File: config.mk
export PLATFORM = sky130hd
export DESIGN_NAME = dest_addr_filter
export DESIGN_NICKNAME = d
export VERILOG_FILES = /design/src/rtl/addr_filt_pkg.sv /design/src/rtl/addr_filt_ctrl.sv /design/src/rtl/addr_filt_dpath.sv /design/src/rtl/dest_addr_filter.sv
export SDC_FILE = /design/constraint.sdc
export NUM_CORES = 1
export LEC_CHECK = 0
export ABC_AREA = 1
export BUFFER_PORTS_ARGS = -buffer_cell sky130_fd_sc_hd__buf_4
export CAP_MARGIN = 5
export CORE_ASPECT_RATIO = 0.6
export CORE_MARGIN = 2
export CORE_UTILIZATION = 47
export CTS_CLUSTER_DIAMETER = 150
export DETAILED_ROUTE_END_ITERATION = 10
export GPL_TIMING_DRIVEN = 0
export HOLD_SLACK_MARGIN = 0.03
export PLACE_DENSITY = 0.81
export SYNTH_ARGS = -nofsm -noshare
export SYNTH_HDL_FRONTEND = slang
export SYNTH_SLANG_ARGS = --single-unit
export TNS_END_PERCENT = 20
File: constraint.sdc
create_clock -name clk -period 2.7 [get_ports clk]
set_input_delay 0.675 -clock clk [delete_from_list [all_inputs] [get_ports clk]]
set_output_delay 0.675 -clock clk [all_outputs]
set_load 0.02 [all_outputs]
File: src/rtl/addr_filt_pkg.sv
package addr_filt_pkg;
  localparam int ADDR_BYTES = 6;
  localparam int ADDR_W     = ADDR_BYTES * 8;
  localparam int PREFIX_W   = ADDR_W - 8;
  localparam int CNT_W      = $clog2(ADDR_BYTES + 1);
  localparam logic [31:0] CRC_POLY = 32'hEDB88320;

  typedef enum logic [2:0] {
    RSN_REJECT   = 3'd0,
    RSN_PROMISC  = 3'd1,
    RSN_BCAST    = 3'd2,
    RSN_STATION  = 3'd3,
    RSN_ALLGROUP = 3'd4,
    RSN_HASHED   = 3'd5
  } reason_e;

  typedef struct packed {
    logic startFrame;
    logic takeByte;
    logic lastByte;
  } ctrl_strobe_t;

  function automatic logic [31:0] crcByte(input logic [31:0] crcIn, input logic [7:0] data);
    logic [31:0] c;
    c = crcIn;
    for (int k = 0; k < 8; k++) begin
      if (c[0] ^ data[k]) c = (c >> 1) ^ CRC_POLY;
      else                c = c >> 1;
    end
    return c;
  endfunction
endpackage

File: src/rtl/addr_filt_ctrl.sv
module addr_filt_ctrl
  import addr_filt_pkg::*;
(
  input  logic         clk,
  input  logic         rstN,
  input  logic         sof,
  input  logic         byteValid,
  output ctrl_strobe_t strb
);
  localparam logic [CNT_W-1:0] LAST_IDX = CNT_W'(ADDR_BYTES - 1);

  logic [CNT_W-1:0] byteCnt;
  logic             busy;

  always_comb begin
    strb.startFrame = byteValid && sof;
    strb.takeByte   = byteValid && (sof || busy);
    strb.lastByte   = byteValid && !sof && busy && (byteCnt == LAST_IDX);
  end

  always_ff @(posedge clk) begin
    if (!rstN) begin
      byteCnt <= '0;
      busy    <= 1'b0;
    end else if (strb.startFrame) begin
      byteCnt <= CNT_W'(1);
      busy    <= 1'b1;
    end else if (strb.takeByte) begin
      if (byteCnt == LAST_IDX) begin
        byteCnt <= '0;
        busy    <= 1'b0;
      end else begin
        byteCnt <= byteCnt + CNT_W'(1);
      end
    end
  end

  assert_cnt_range_R10: assert property (@(posedge clk) disable iff (!rstN)
    byteCnt <= LAST_IDX);

  assert_sof_restart_R10: assert property (@(posedge clk) disable iff (!rstN)
    (byteValid && sof) |=> (busy && byteCnt == CNT_W'(1)));

  assert_idle_after_last_R10: assert property (@(posedge clk) disable iff (!rstN)
    strb.lastByte |=> !busy);
endmodule

File: src/rtl/addr_filt_dpath.sv
module addr_filt_dpath
  import addr_filt_pkg::*;
#(
  parameter int HASH_IDX_W = 7,
  localparam int TABLE_BITS = 1 << HASH_IDX_W
) (
  input  logic                  clk,
  input  logic                  rstN,
  input  ctrl_strobe_t          strb,
  input  logic [7:0]            byteIn,
  input  logic [15:0]           stationHi,
  input  logic [31:0]           stationLo,
  input  logic                  enPromisc,
  input  logic                  enAllGroup,
  input  logic                  enStation,
  input  logic                  enBroadcast,
  input  logic                  enHashed,
  input  logic [TABLE_BITS-1:0] hashTable,
  output logic                  resultValid,
  output logic                  accept,
  output logic [2:0]            reason
);
  logic [PREFIX_W-1:0]   addrHead;
  logic [31:0]           crcAcc;
  logic [31:0]           crcNext;
  logic [31:0]           crcFinal;
  logic [ADDR_W-1:0]     fullAddr;
  logic [ADDR_W-1:0]     stationAddr;
  logic [HASH_IDX_W-1:0] hashIdx;
  logic                  isGroup;
  logic                  isBcast;
  logic                  hashHit;
  reason_e               verdict;

  always_comb begin
    crcNext     = crcByte(strb.startFrame ? 32'hFFFF_FFFF : crcAcc, byteIn);
    crcFinal    = ~crcNext;
    hashIdx     = crcFinal[31 -: HASH_IDX_W];
    fullAddr    = {addrHead, byteIn};
    stationAddr = {stationHi, stationLo};
    isGroup     = fullAddr[ADDR_W-8];
    isBcast     = &fullAddr;
    hashHit     = hashTable[hashIdx];

    if (enPromisc)                             verdict = RSN_PROMISC;
    else if (isBcast)                          verdict = enBroadcast ? RSN_BCAST : RSN_REJECT;
    else if (enStation && fullAddr == stationAddr) verdict = RSN_STATION;
    else if (isGroup && enAllGroup)            verdict = RSN_ALLGROUP;
    else if (isGroup && enHashed && hashHit)   verdict = RSN_HASHED;
    else                                       verdict = RSN_REJECT;
  end

  always_ff @(posedge clk) begin
    if (!rstN) begin
      addrHead <= '0;
      crcAcc   <= '1;
    end else if (strb.startFrame) begin
      addrHead <= {{(PREFIX_W-8){1'b0}}, byteIn};
      crcAcc   <= crcNext;
    end else if (strb.takeByte) begin
      addrHead <= {addrHead[PREFIX_W-9:0], byteIn};
      crcAcc   <= crcNext;
    end
  end

  always_ff @(posedge clk) begin
    if (!rstN) begin
      resultValid <= 1'b0;
      accept      <= 1'b0;
      reason      <= RSN_REJECT;
    end else begin
      resultValid <= strb.lastByte;
      accept      <= strb.lastByte && (verdict != RSN_REJECT);
      reason      <= strb.lastByte ? verdict : RSN_REJECT;
    end
  end

  assert_single_pulse_R2: assert property (@(posedge clk) disable iff (!rstN)
    resultValid |=> !resultValid);

  assert_promisc_wins_R3: assert property (@(posedge clk) disable iff (!rstN)
    (strb.lastByte && enPromisc) |=> (accept && reason == RSN_PROMISC));

  assert_bcast_gated_R4: assert property (@(posedge clk) disable iff (!rstN)
    (strb.lastByte && isBcast && !enBroadcast && !enPromisc) |=> !accept);

  assert_accept_matches_code_R11: assert property (@(posedge clk) disable iff (!rstN)
    resultValid |-> (accept == (reason != RSN_REJECT)));

  assert_quiet_without_result_R1: assert property (@(posedge clk) disable iff (!rstN)
    !resultValid |-> (!accept && reason == RSN_REJECT));
endmodule

File: src/rtl/dest_addr_filter.sv
module dest_addr_filter
  import addr_filt_pkg::*;
#(
  parameter int HASH_IDX_W = 7,
  localparam int TABLE_BITS = 1 << HASH_IDX_W
) (
  input  logic                  clk,
  input  logic                  rstN,
  input  logic                  sof,
  input  logic                  byteValid,
  input  logic [7:0]            byteIn,
  input  logic [15:0]           stationHi,
  input  logic [31:0]           stationLo,
  input  logic                  enPromisc,
  input  logic                  enAllGroup,
  input  logic                  enStation,
  input  logic                  enBroadcast,
  input  logic                  enHashed,
  input  logic [TABLE_BITS-1:0] hashTable,
  output logic                  resultValid,
  output logic                  accept,
  output logic [2:0]            reason
);
  ctrl_strobe_t strb;

  addr_filt_ctrl uCtrl (
    .clk      (clk),
    .rstN     (rstN),
    .sof      (sof),
    .byteValid(byteValid),
    .strb     (strb)
  );

  addr_filt_dpath #(.HASH_IDX_W(HASH_IDX_W)) uDpath (
    .clk        (clk),
    .rstN       (rstN),
    .strb       (strb),
    .byteIn     (byteIn),
    .stationHi  (stationHi),
    .stationLo  (stationLo),
    .enPromisc  (enPromisc),
    .enAllGroup (enAllGroup),
    .enStation  (enStation),
    .enBroadcast(enBroadcast),
    .enHashed   (enHashed),
    .hashTable  (hashTable),
    .resultValid(resultValid),
    .accept     (accept),
    .reason     (reason)
  );
endmodule

Word-level counts from Yosys, hierarchy flattened
Index checks and enable logic that the tools add are counted.

word-level totals
  logic and storage cells = 77
  bits in latches = 0
  memories = 0
  bits in registers = 81
  bits in writable memories = 0
  bits in read-only memories = 0
  input port bits = 193

cells by class
  muxes and demuxes = 27
  div/mod/pow operators = 0
  bitwise logic cells = 18
  shift-type cells = 0
  add/sub/neg operators = 1
  multiply operators = 0
  magnitude comparators = 1
  reductions and logical operators = 19
  equality and inequality tests = 2

operator list
  operator             number
  $mux 32              11
  $not 13->14          8
  $eq 48x48->1         1
  $reduce_and 48->1    1
  $not 32->32          1
  $mux 3               6
  $mux 8               2
  $logic_and 1x1->1    10
  $lt 7x8->1 const B   1
  $xor 1x1->1          8
  $bmux 1 s7           1
  $mux 1               6
  $reduce_and 2->1     2
  $reduce_bool 2->1    2
  $add 3x1->3 const B  1
  $eq 3x3->1 const B   1
  $reduce_bool 3->1    1
  $mux 2               1
  $reduce_or 2->1      1
  $logic_not 1->1      1
  $logic_or 1x1->1     1
  $not 1->1            1

Logic depth before layout (Yosys ltp)
Gate-level depths: netlist of run 1.

  depth after elaboration = 29
  mapped depth = 29
  gate-level depth less buffers = 27

Modules after synthesis
Synthesis of run 1 repeated with hierarchy kept, for this count alone.

second synthesis, totals
  cells, all modules = 982
  area total of the unflattened synthesis = 6142.1 um^2

by module, submodules not included
  module           seq. area each (um^2)  instances  cells each  area each (um^2)
  addr_filt_dpath  1541.5                 1          951         5931.9
  addr_filt_ctrl   80.1                   1          31          210.2

Worst setup path after synthesis of run 1
No wires, ideal clock.

  kind = input -> register
  from = input byteValid
  to = register uDpath.accept
  path slack = -0.158 ns
  setup time = 0.114 ns
  stages on the path = 26
  data arrival time = 2.744 ns
  required time = 2.586 ns
  buffers on the path = 2
  path through = nand2_4 buf_2 nand3_1 nand2_2 nand2_2 nand2_2 nand2_1 nand2_1 nand3_1 nand2_2 buf_2 nand3_1 nand3_1 nand3_1 nand3_1 nand2_1 nand2_1 nand2_1 inv_1 nand2_1 nand3_1 nand2_1 nand2_1 nand2_1 nand2_1 nand2_1

on the way
  longest elaborated chain between the ends = 26
  elaborated cells on any way between the ends = 40
  classes of those cells = mux: 16; bitwise: 17; reduce/logical: 7

RTL lines
  element                                                         RTL line                text
  start, declared                                                 dest_addr_filter.sv:10  input logic byteValid,
  $logic_and 1x1->1                                               addr_filt_ctrl.sv:16    strb.startFrame = byteValid && sof;
  $mux 32                                                         addr_filt_dpath.sv:36   crcNext = crcByte(strb.startFrame ? 32'hFFFF_FFFF : crcAcc, byteIn);
  $mux 32                                                         addr_filt_pkg.sv:27     if (c[0] ^ data[k]) c = (c >> 1) ^ CRC_POLY;
  $xor 1x1->1 / $mux 32 (equally long branches)                   addr_filt_pkg.sv:27
  $mux 32 / $xor 1x1->1 (equally long branches)                   addr_filt_pkg.sv:27
  $not 13->14 (no source line) / $mux 32 (equally long branches)  --
  $mux 32 / $not 13->14 (equally long branches)                   --
  $not 13->14 (no source line) / $mux 32 (equally long branches)  --
  [... 10 more ...]                                               --
  $logic_and 1x1->1                                               addr_filt_dpath.sv:49   else if (isGroup && enHashed && hashHit) verdict = RSN_HASHED;
  $mux 3                                                          addr_filt_dpath.sv:49
  $mux 3                                                          addr_filt_dpath.sv:48   else if (isGroup && enAllGroup) verdict = RSN_ALLGROUP;
  $mux 3                                                          addr_filt_dpath.sv:47   else if (enStation && fullAddr == stationAddr) verdict = RSN_STATION;
  $mux 3                                                          addr_filt_dpath.sv:46   else if (isBcast) verdict = enBroadcast ? RSN_BCAST : RSN_REJECT;
  $mux 3                                                          addr_filt_dpath.sv:45   if (enPromisc) verdict = RSN_PROMISC;
  $reduce_bool 3->1                                               addr_filt_dpath.sv:73   accept <= strb.lastByte && (verdict != RSN_REJECT);
  $logic_and 1x1->1 *                                             addr_filt_dpath.sv:73
  end signal, assigned                                            addr_filt_dpath.sv:73
  end, declared                                                   addr_filt_dpath.sv:20   output logic accept,

Mark *: on every way between the ends. The rest lies on a longest branch, timed or not. The select of a mux whose other input is x is not followed.
A chain may end at the register's enable or synchronous reset.

Worst setup path in the final report of run 1
Same ends and word-level chain as after synthesis.

==> qor.csv, run 1 <==
stage;metric;value;unit
synth;Ys Warns;0;
die;# rows;31;
clock_tree;clk sinks;81;
clock_tree;Clock Tree Root;clkbuf_16;
sta;fin crit period;3150;ps
detailed_routing;Routed Antenna Nets;0;
grt;GR peak layer;met1;
synth;Post-synth EDFFs;0;
worst_setup_path;data arrival time of the critical path;3450;ps
synth;Seq/Total Area, Yosys;27.1;%
power_and_ir_drop;Peak VDD IR;398;µV
power_and_ir_drop;Clock Power Share;19.6;%
sta;post-route setup slack;-454;ps
place;DP Worst Slack;-929;ps
synth;dominant cell type by area after synthesis;dfxtp_1;
clock_tree;Clock transition at path regs;60;ps
final_layout;Filler cells;863;
grt;Overflow after GRT;0;
grt;global-route wire length before repair;34.5;mm
final_layout;multi-input logic area;4420;µm²
power_and_ir_drop;P per Cell Area;678;nW/µm²
clock_tree;Longest Clk Path Bufs;2;
final_layout;post-route cell area;9240;µm²
final_layout;Diodes inserted;0;
detailed_routing;DRT iter0 DRCs;1664;
synth;syn_nets;1125;
sta;Finish-stage setup viols;3;
power_and_ir_drop;overall power;6.27;mW
synth;count leader, synth;nand2_1;
power_and_ir_drop;static leakage;4.35;nW
synth;flops & latches, synth;81;
worst_setup_path;Worst path most repeated cell;nand2_1;
synth;Synth Flop Type;dfxtp_1;
synth;Distinct cells, synth;36;
place;Post-DP HPWL;17.6;mm
sta;Hold Vio Cnt, Final;0;
worst_setup_path;element type at the critical path start;input pin;
worst_setup_path;critical path depth in cells;29;
status;status;finished, violations left;
clock_tree;TritonCTS clock tree;done;
grt;M1 GR Usage;49.2;%
grt;GRT Total Usage;32.3;%
grt;initial antenna violation count;0;
worst_setup_path;Setup crit end kind;flop;
worst_setup_path;WP data required;3000;ps
die;initial core utilization;48.9;%
sta;period utilization;117;%
power_and_ir_drop;sw frac;44.4;%
worst_setup_path;Crit-path slowest cell;nand2_2;
synth;Avg Cell Area, Syn;6.43;µm²
sta;RSZ-0062 raised after global routing;yes;
worst_setup_path;critical path's largest stage delay;170;ps
worst_setup_path;crit path max fanout;10;
synth;synthesized cell area;5990;µm²
worst_setup_path;R2R depth;28;
synth;async set-reset flop share out of synthesis;0;%
synth;Syn Inst Count;932;
status;failing checks;setup timing;
detailed_routing;Via Count;8420;
grt;met2 Use GR;41.6;%
detailed_routing;drt first pass iters;9;
detailed_routing;routed length per instance;20.9;µm
power_and_ir_drop;part of the power in registers;21.6;%
worst_hold_path;Hold Path Class;flop to flop;
place;routability cong.;0.992;
clock_tree;# H-tree levels;3;
final_layout;NumNets Final;1375;
die;DIE AREA;13700;µm²
sta;clk_skew;7.60;ps
detailed_routing;Via density;6.23;
worst_setup_path;Worst path top cell family by delay;simple AND/OR/NAND/NOR gates;
sta;fmax;317;MHz
final_layout;fraction of layout cells with a size suffix above 1;34.5;%
clock_tree;Worst-Skew Late Latency;360;ps
final_layout;register area;1620;µm²
power_and_ir_drop;Net Switching;2.78;mW
synth;Synth area leaders;dfxtp_1, nand2_1, nand3_1, xor2_1, o21ai_0;
sta;Slew @ Worst Pin;895;ps
detailed_routing;DRC;0;
die;die width;150;µm
worst_setup_path;Critical path buffers and inverters;6;
synth;post-synth top area share;27.1;%
job;Max-cap violations;0;
place;placed cell area;7750;µm²
grt;largest net degree at the start of global routing;17;
die;I/O pin cnt;198;
worst_setup_path;R2R setup slack;-310;ps
power_and_ir_drop;Logic pwr share;58.7;%
final_layout;Layout Area Growth over Synthesis;54.1;%
worst_setup_path;worst setup path class;input pin to flop;
detailed_routing;Routed WL;28.2;mm
sta;Slew Viols, Final;0;
grt;number of global-route vias before repair;6502;
die;Die Y;91.5;µm
die;Core ar.;12300;µm²
sta;Slew HR;39.8;%
worst_hold_path;hold path depth;2;
power_and_ir_drop;Int Power;3.48;mW
grt;GRT met3 Usage;14.1;%
place;IO buf count;196;
synth;most frequent cells after synthesis;nand2_1, nand3_1, dfxtp_1;
clock_tree;cts bufs inserted;9;
kinds of logic (layout without fill, tap and decap cells):
group | Yosys count | after routing | share of synthesized area [%]
AOI/OAI and AO/OA | 148 | 148 | 14.3
DFF | 81 | 81 | 27.1
and+or+nand+nor | 511 | 512 | 38.3
xor gates and xnor gates | 64 | 64 | 10.9
buffers and inverters | 128 | 382 | 9.42
power groups by stage:
stage	combinational, mW	clock (mW)	sequential [mW]
final	3.68	1.23	1.36
after global routing	3.85	1.25	1.36
after floorplan	1.70	0	1.35
after CTS	2.65	1.19	1.34
after global placement	2.40	0	1.37
after detailed placement	2.42	0	1.37
routing by layer:
layer  share of wire [%]  wire [µm]
met1                  38      10600
met2                  39      10900
met3                  18       5090
met4                 5.5       1540
met5                0.28         80
sequential cells by signal (all words and copies together), names as in the netlist:
register and count:
uDpath.addrHead 40, uCtrl.byteCnt 3, uDpath.accept 1, uDpath.crcAcc 32, uCtrl.busy 1, uDpath.resultValid 1
uDpath.reason 3
through the flow:
step	instances	utilization, %	hold WS [ps]	TNS (ps)
floorplan	932	-	443	-90.7
global placement	1293	63.2	456	-3950
detailed placement	1293	63.2	463	-4390
CTS	1326	67.9	480	-597
global route	1352	75.3	506	-1490
finish	1352	75.3	479	-1190
layout by cell type, fill, tap and decap left out, drive strengths merged, types with 8 or more instances in the layout:
cell,instances
nand2,271
buf,256
nand3,163
inv,82
dfxtp,81
o21ai,60
xor2,49
a21oi,46
nor2,42
clkbuf,40
o211ai,18
nand4,17
xnor2,15
o22ai,8
nor4,8
final timing paths:
path                                  from                  endpoint
max                              byteValid  uDpath.accept$_SDFF_PN0_
min                uCtrl.busy$_SDFFE_PN0P_   uCtrl.busy$_SDFFE_PN0P_
max reg2reg  uDpath.crcAcc[0]$_SDFFE_PN1P_  uDpath.accept$_SDFF_PN0_
min reg2reg        uCtrl.busy$_SDFFE_PN0P_   uCtrl.busy$_SDFFE_PN0P_
tightest hold or removal path, cell delays in order, from the launching register on:
cell,delay [ps]
dfxtp_1,320
nand2_1,60
a21oi_1,50
final cells by class:
cell class	count	share of cell area [%]
multi-input combinational	724	47.8
timing repair buffer	238	21.4
sequential	81	17.6
buffer	49	4.47
inverter	79	3.37
clock buffer	9	2.44
tap	165	2.24
clock inverter	7	0.664
repair_timing:
item	in CTS	in global routing
gates resized for setup	36	125
endpoints found under the setup margin	3	3
setup buffers	17	17
pin swaps	16	46
hold buffers	0	0
cloned	0	9
(Power assumes the default switching activity.)
==> run 2, diff against run 1 <==
--- a/config.mk
+++ b/config.mk
@@ -6,11 +6,13 @@
 export NUM_CORES = 1
 export LEC_CHECK = 0
 export ABC_AREA = 1
-export BUFFER_PORTS_ARGS = -buffer_cell sky130_fd_sc_hd__buf_4
+export BUFFER_PORTS_ARGS = -buffer_cell sky130_fd_sc_hd__clkbuf_2
 export CAP_MARGIN = 5
+export CELL_PAD_IN_SITES_DETAIL_PLACEMENT = 1
+export CELL_PAD_IN_SITES_GLOBAL_PLACEMENT = 2
 export CORE_ASPECT_RATIO = 0.6
 export CORE_MARGIN = 2
-export CORE_UTILIZATION = 47
+export CORE_UTILIZATION = 24
 export CTS_CLUSTER_DIAMETER = 150
 export DETAILED_ROUTE_END_ITERATION = 10
 export GPL_TIMING_DRIVEN = 0
==> run 2 against run 1 <==
Effect of this change:
- the flow still finishes with violations (setup timing)
- largest power group unchanged
- global-route usage shrank 11 points
- critical path depth is 5 lower
- first-iteration DRC count shrank 63%
- worst hold slack better by 2.6 ps
- utilization decreased by 39 points
- clock skew is 3.5 ps higher
- clock power is 8% higher
- design area fell by 4.2%
- via count is 9.4% lower
- sequential share of layout area increased by 0.77 points
- worst setup slack improved by 97 ps
==> qor.csv, run 2 (synthesis gave the netlist of run 1 again) <==
stage;metric;value;unit
status;status;finished, violations left;
status;failing checks;setup timing;
worst_setup_path;R2R setup slack;-150;ps
die;I/O pin cnt;198;
sta;Hold Vio Cnt, Final;0;
place;routability cong.;0.864;
clock_tree;Clock transition at path regs;70;ps
die;DIE AREA;26300;µm²
sta;period utilization;113;%
worst_setup_path;WP data required;2990;ps
grt;Overflow after GRT;0;
final_layout;fraction of layout cells with a size suffix above 1;33.0;%
place;IO buf count;196;
clock_tree;Worst-Skew Late Latency;350;ps
worst_setup_path;reg2reg start;uDpath.crcAcc[0]$_SDFFE_PN1P_;
power_and_ir_drop;Int Power;3.45;mW
detailed_routing;DRT iter0 DRCs;610;
die;Die Y;126;µm
clock_tree;clk sinks;81;
worst_setup_path;data arrival time of the critical path;3340;ps
final_layout;Layout Area Growth over Synthesis;47.6;%
worst_hold_path;hold endpoint;uDpath.crcAcc[28]$_SDFFE_PN1P_;
grt;global-route wire length before repair;43.3;mm
power_and_ir_drop;P per Cell Area;695;nW/µm²
clock_tree;cts hold-fix bufs;0;
clock_tree;Longest Clk Path Bufs;2;
sta;fmax;327;MHz
sta;RSZ-0062 raised after global routing;yes;
detailed_routing;Routed Antenna Nets;0;
power_and_ir_drop;Peak VDD IR;299;µV
worst_setup_path;R2R depth;28;
clock_tree;TritonCTS clock tree;done;
grt;largest net degree at the start of global routing;17;
place;Post-DP HPWL;22.8;mm
worst_setup_path;RR Endpoint;uDpath.accept$_SDFF_PN0_;
worst_setup_path;Critical Path Start;byteValid;
detailed_routing;Via density;5.04;
final_layout;NumNets Final;1378;
worst_hold_path;worst hold start;uDpath.crcAcc[28]$_SDFFE_PN1P_;
grt;initial antenna violation count;0;
sta;hold slack;482;ps
detailed_routing;Routed WL;29.9;mm
detailed_routing;Via Count;7627;
sta;Finish-stage setup viols;3;
sta;fin crit period;3060;ps
worst_setup_path;worst setup path class;input pin to flop;
power_and_ir_drop;Logic pwr share;56.4;%
sta;Slew Viols, Final;0;
grt;GRT Total Usage;21.2;%
detailed_routing;DRC;0;
final_layout;Diodes inserted;0;
final_layout;commonest non-fill, non-tap cells in the layout;nand2_1, clkbuf_2, nand3_1;
sta;Slew HR;53.5;%
die;die width;208;µm
final_layout;register area;1620;µm²
final_layout;max reg flops;40;
final_layout;multi-input logic area;4310;µm²
die;# rows;44;
clock_tree;# H-tree levels;3;
power_and_ir_drop;part of the power in registers;22.0;%
power_and_ir_drop;sw frac;43.8;%
sta;Fin Setup TNS;-925;ps
worst_hold_path;hold path depth;2;
worst_hold_path;Hold Path Class;flop to flop;
power_and_ir_drop;Clock Power Share;21.6;%
job;Max-cap violations;0;
final_layout;most common cell after layout, fill and taps aside;nand2_1;
power_and_ir_drop;Net Switching;2.69;mW
clock_tree;Clock Tree Root;clkbuf_16;
final_layout;Filler cells;3091;
detailed_routing;routed length per instance;19.8;µm
sta;Slew @ Worst Pin;698;ps
detailed_routing;drt first pass iters;5;
sta;clk_skew;11.1;ps
sta;post-route setup slack;-357;ps
worst_setup_path;crit path max fanout;7;
worst_setup_path;Setup crit end kind;flop;
grt;number of global-route vias before repair;7434;
final_layout;Largest regs;uDpath.addrHead (40), uDpath.crcAcc (32);
die;Core ar.;24300;µm²
die;initial core utilization;24.6;%
power_and_ir_drop;static leakage;4.19;nW
clock_tree;cts bufs inserted;9;
worst_setup_path;element type at the critical path start;input pin;
final_layout;Top reg by flops;uDpath.addrHead;
run 2: cell types whose count changed in the layout (fill, tap and decap cells not counted), moves of 6 or more:
cell / previous run / this run
clkbuf_2: 0 / 194
buf_4: 227 / 35
nand3_1: 104 / 116
nand3_2: 54 / 43
nand2_1: 221 / 229
buf_8: 14 / 8
run 2: timing repair:
| action | CTS | global route |
|---|---|---|
| resized for setup | 45 | 94 |
| setup endpoints to repair | 6 | 4 |
| gates cloned | 1 | 4 |
| pin swaps | 15 | 47 |
| buffers inserted | 16 | 25 |
run 2: layout make-up:
cell class	count	share of cell area (%)
Buffer	49	4.77
Clock buffer	9	2.55
Clock inverter	7	0.948
Inverter	79	3.45
Multi-Input combinational cell	724	48.7
Sequential cell	81	18.3
Tap cell	322	4.55
Timing Repair Buffer	241	16.7
run 2: worst max path at each step:
stage	cells past startpoint	endpoint	slack, ps
6_report	24	uDpath.reason[0]$_SDFF_PN0_	-360
5_1_grt	24	uDpath.reason[0]$_SDFF_PN0_	-570
4_1_cts	27	uDpath.reason[0]$_SDFF_PN0_	-430
3_5_place_dp	21	uDpath.accept$_SDFF_PN0_	-1310
3_3_place_gp	21	uDpath.accept$_SDFF_PN0_	-1240
2_1_floorplan	28	uDpath.accept$_SDFF_PN0_	-50
run 2: power groups by stage:
stage | Combinational [mW] | Clock, mW | Sequential [mW]
after global routing | 3.74 | 1.38 | 1.36
after global placement | 2.49 | 0 | 1.37
after detailed placement | 2.52 | 0 | 1.37
after CTS | 2.76 | 1.34 | 1.35
after floorplan | 1.70 | 0 | 1.35
final | 3.47 | 1.33 | 1.35
run 2: critical path, cell delays in order:
cell and delay [ps]:
buf_12 120, nand2_8 120, clkbuf_16 180, nand2_8 70, xor2_4 280, xor2_4 300, xor2_2 230, nand2_2 100
nand2_4 100, buf_8 150, nand3_1 150, nand3_2 90, nand3_1 60, nand2_1 90, nand2_1 50, nand2_1 70
inv_2 50, nand2_4 80, nand3_2 60, nand2_1 60, nand2_1 50, nand2_1 60, nand2_1 70, inv_1 60
run 2: per-layer routing:
layer / up-vias / routed length, µm / GRT usage, %
li1: 3627 / - / -
met1: 3761 / 15400 / 34.2
met2: 226 / 12200 / 29.2
met3: 13 / 2080 / 3.57
met4: 0 / 141 / 2.75
met5: - / 0 / 0
run 2: stage by stage:
stage	setup WS [ps]	cell area [µm²]	utilization, %	power (mW)	cells
floorplan	-48.4	6070	-	3.05	932
global placement	-1240	7450	30.6	3.86	1450
detailed placement	-1310	7450	30.6	3.89	1450
CTS	-435	8130	33.4	5.45	1483
global route	-575	8850	36.4	6.49	1512
finish	-357	8850	36.4	6.15	1512
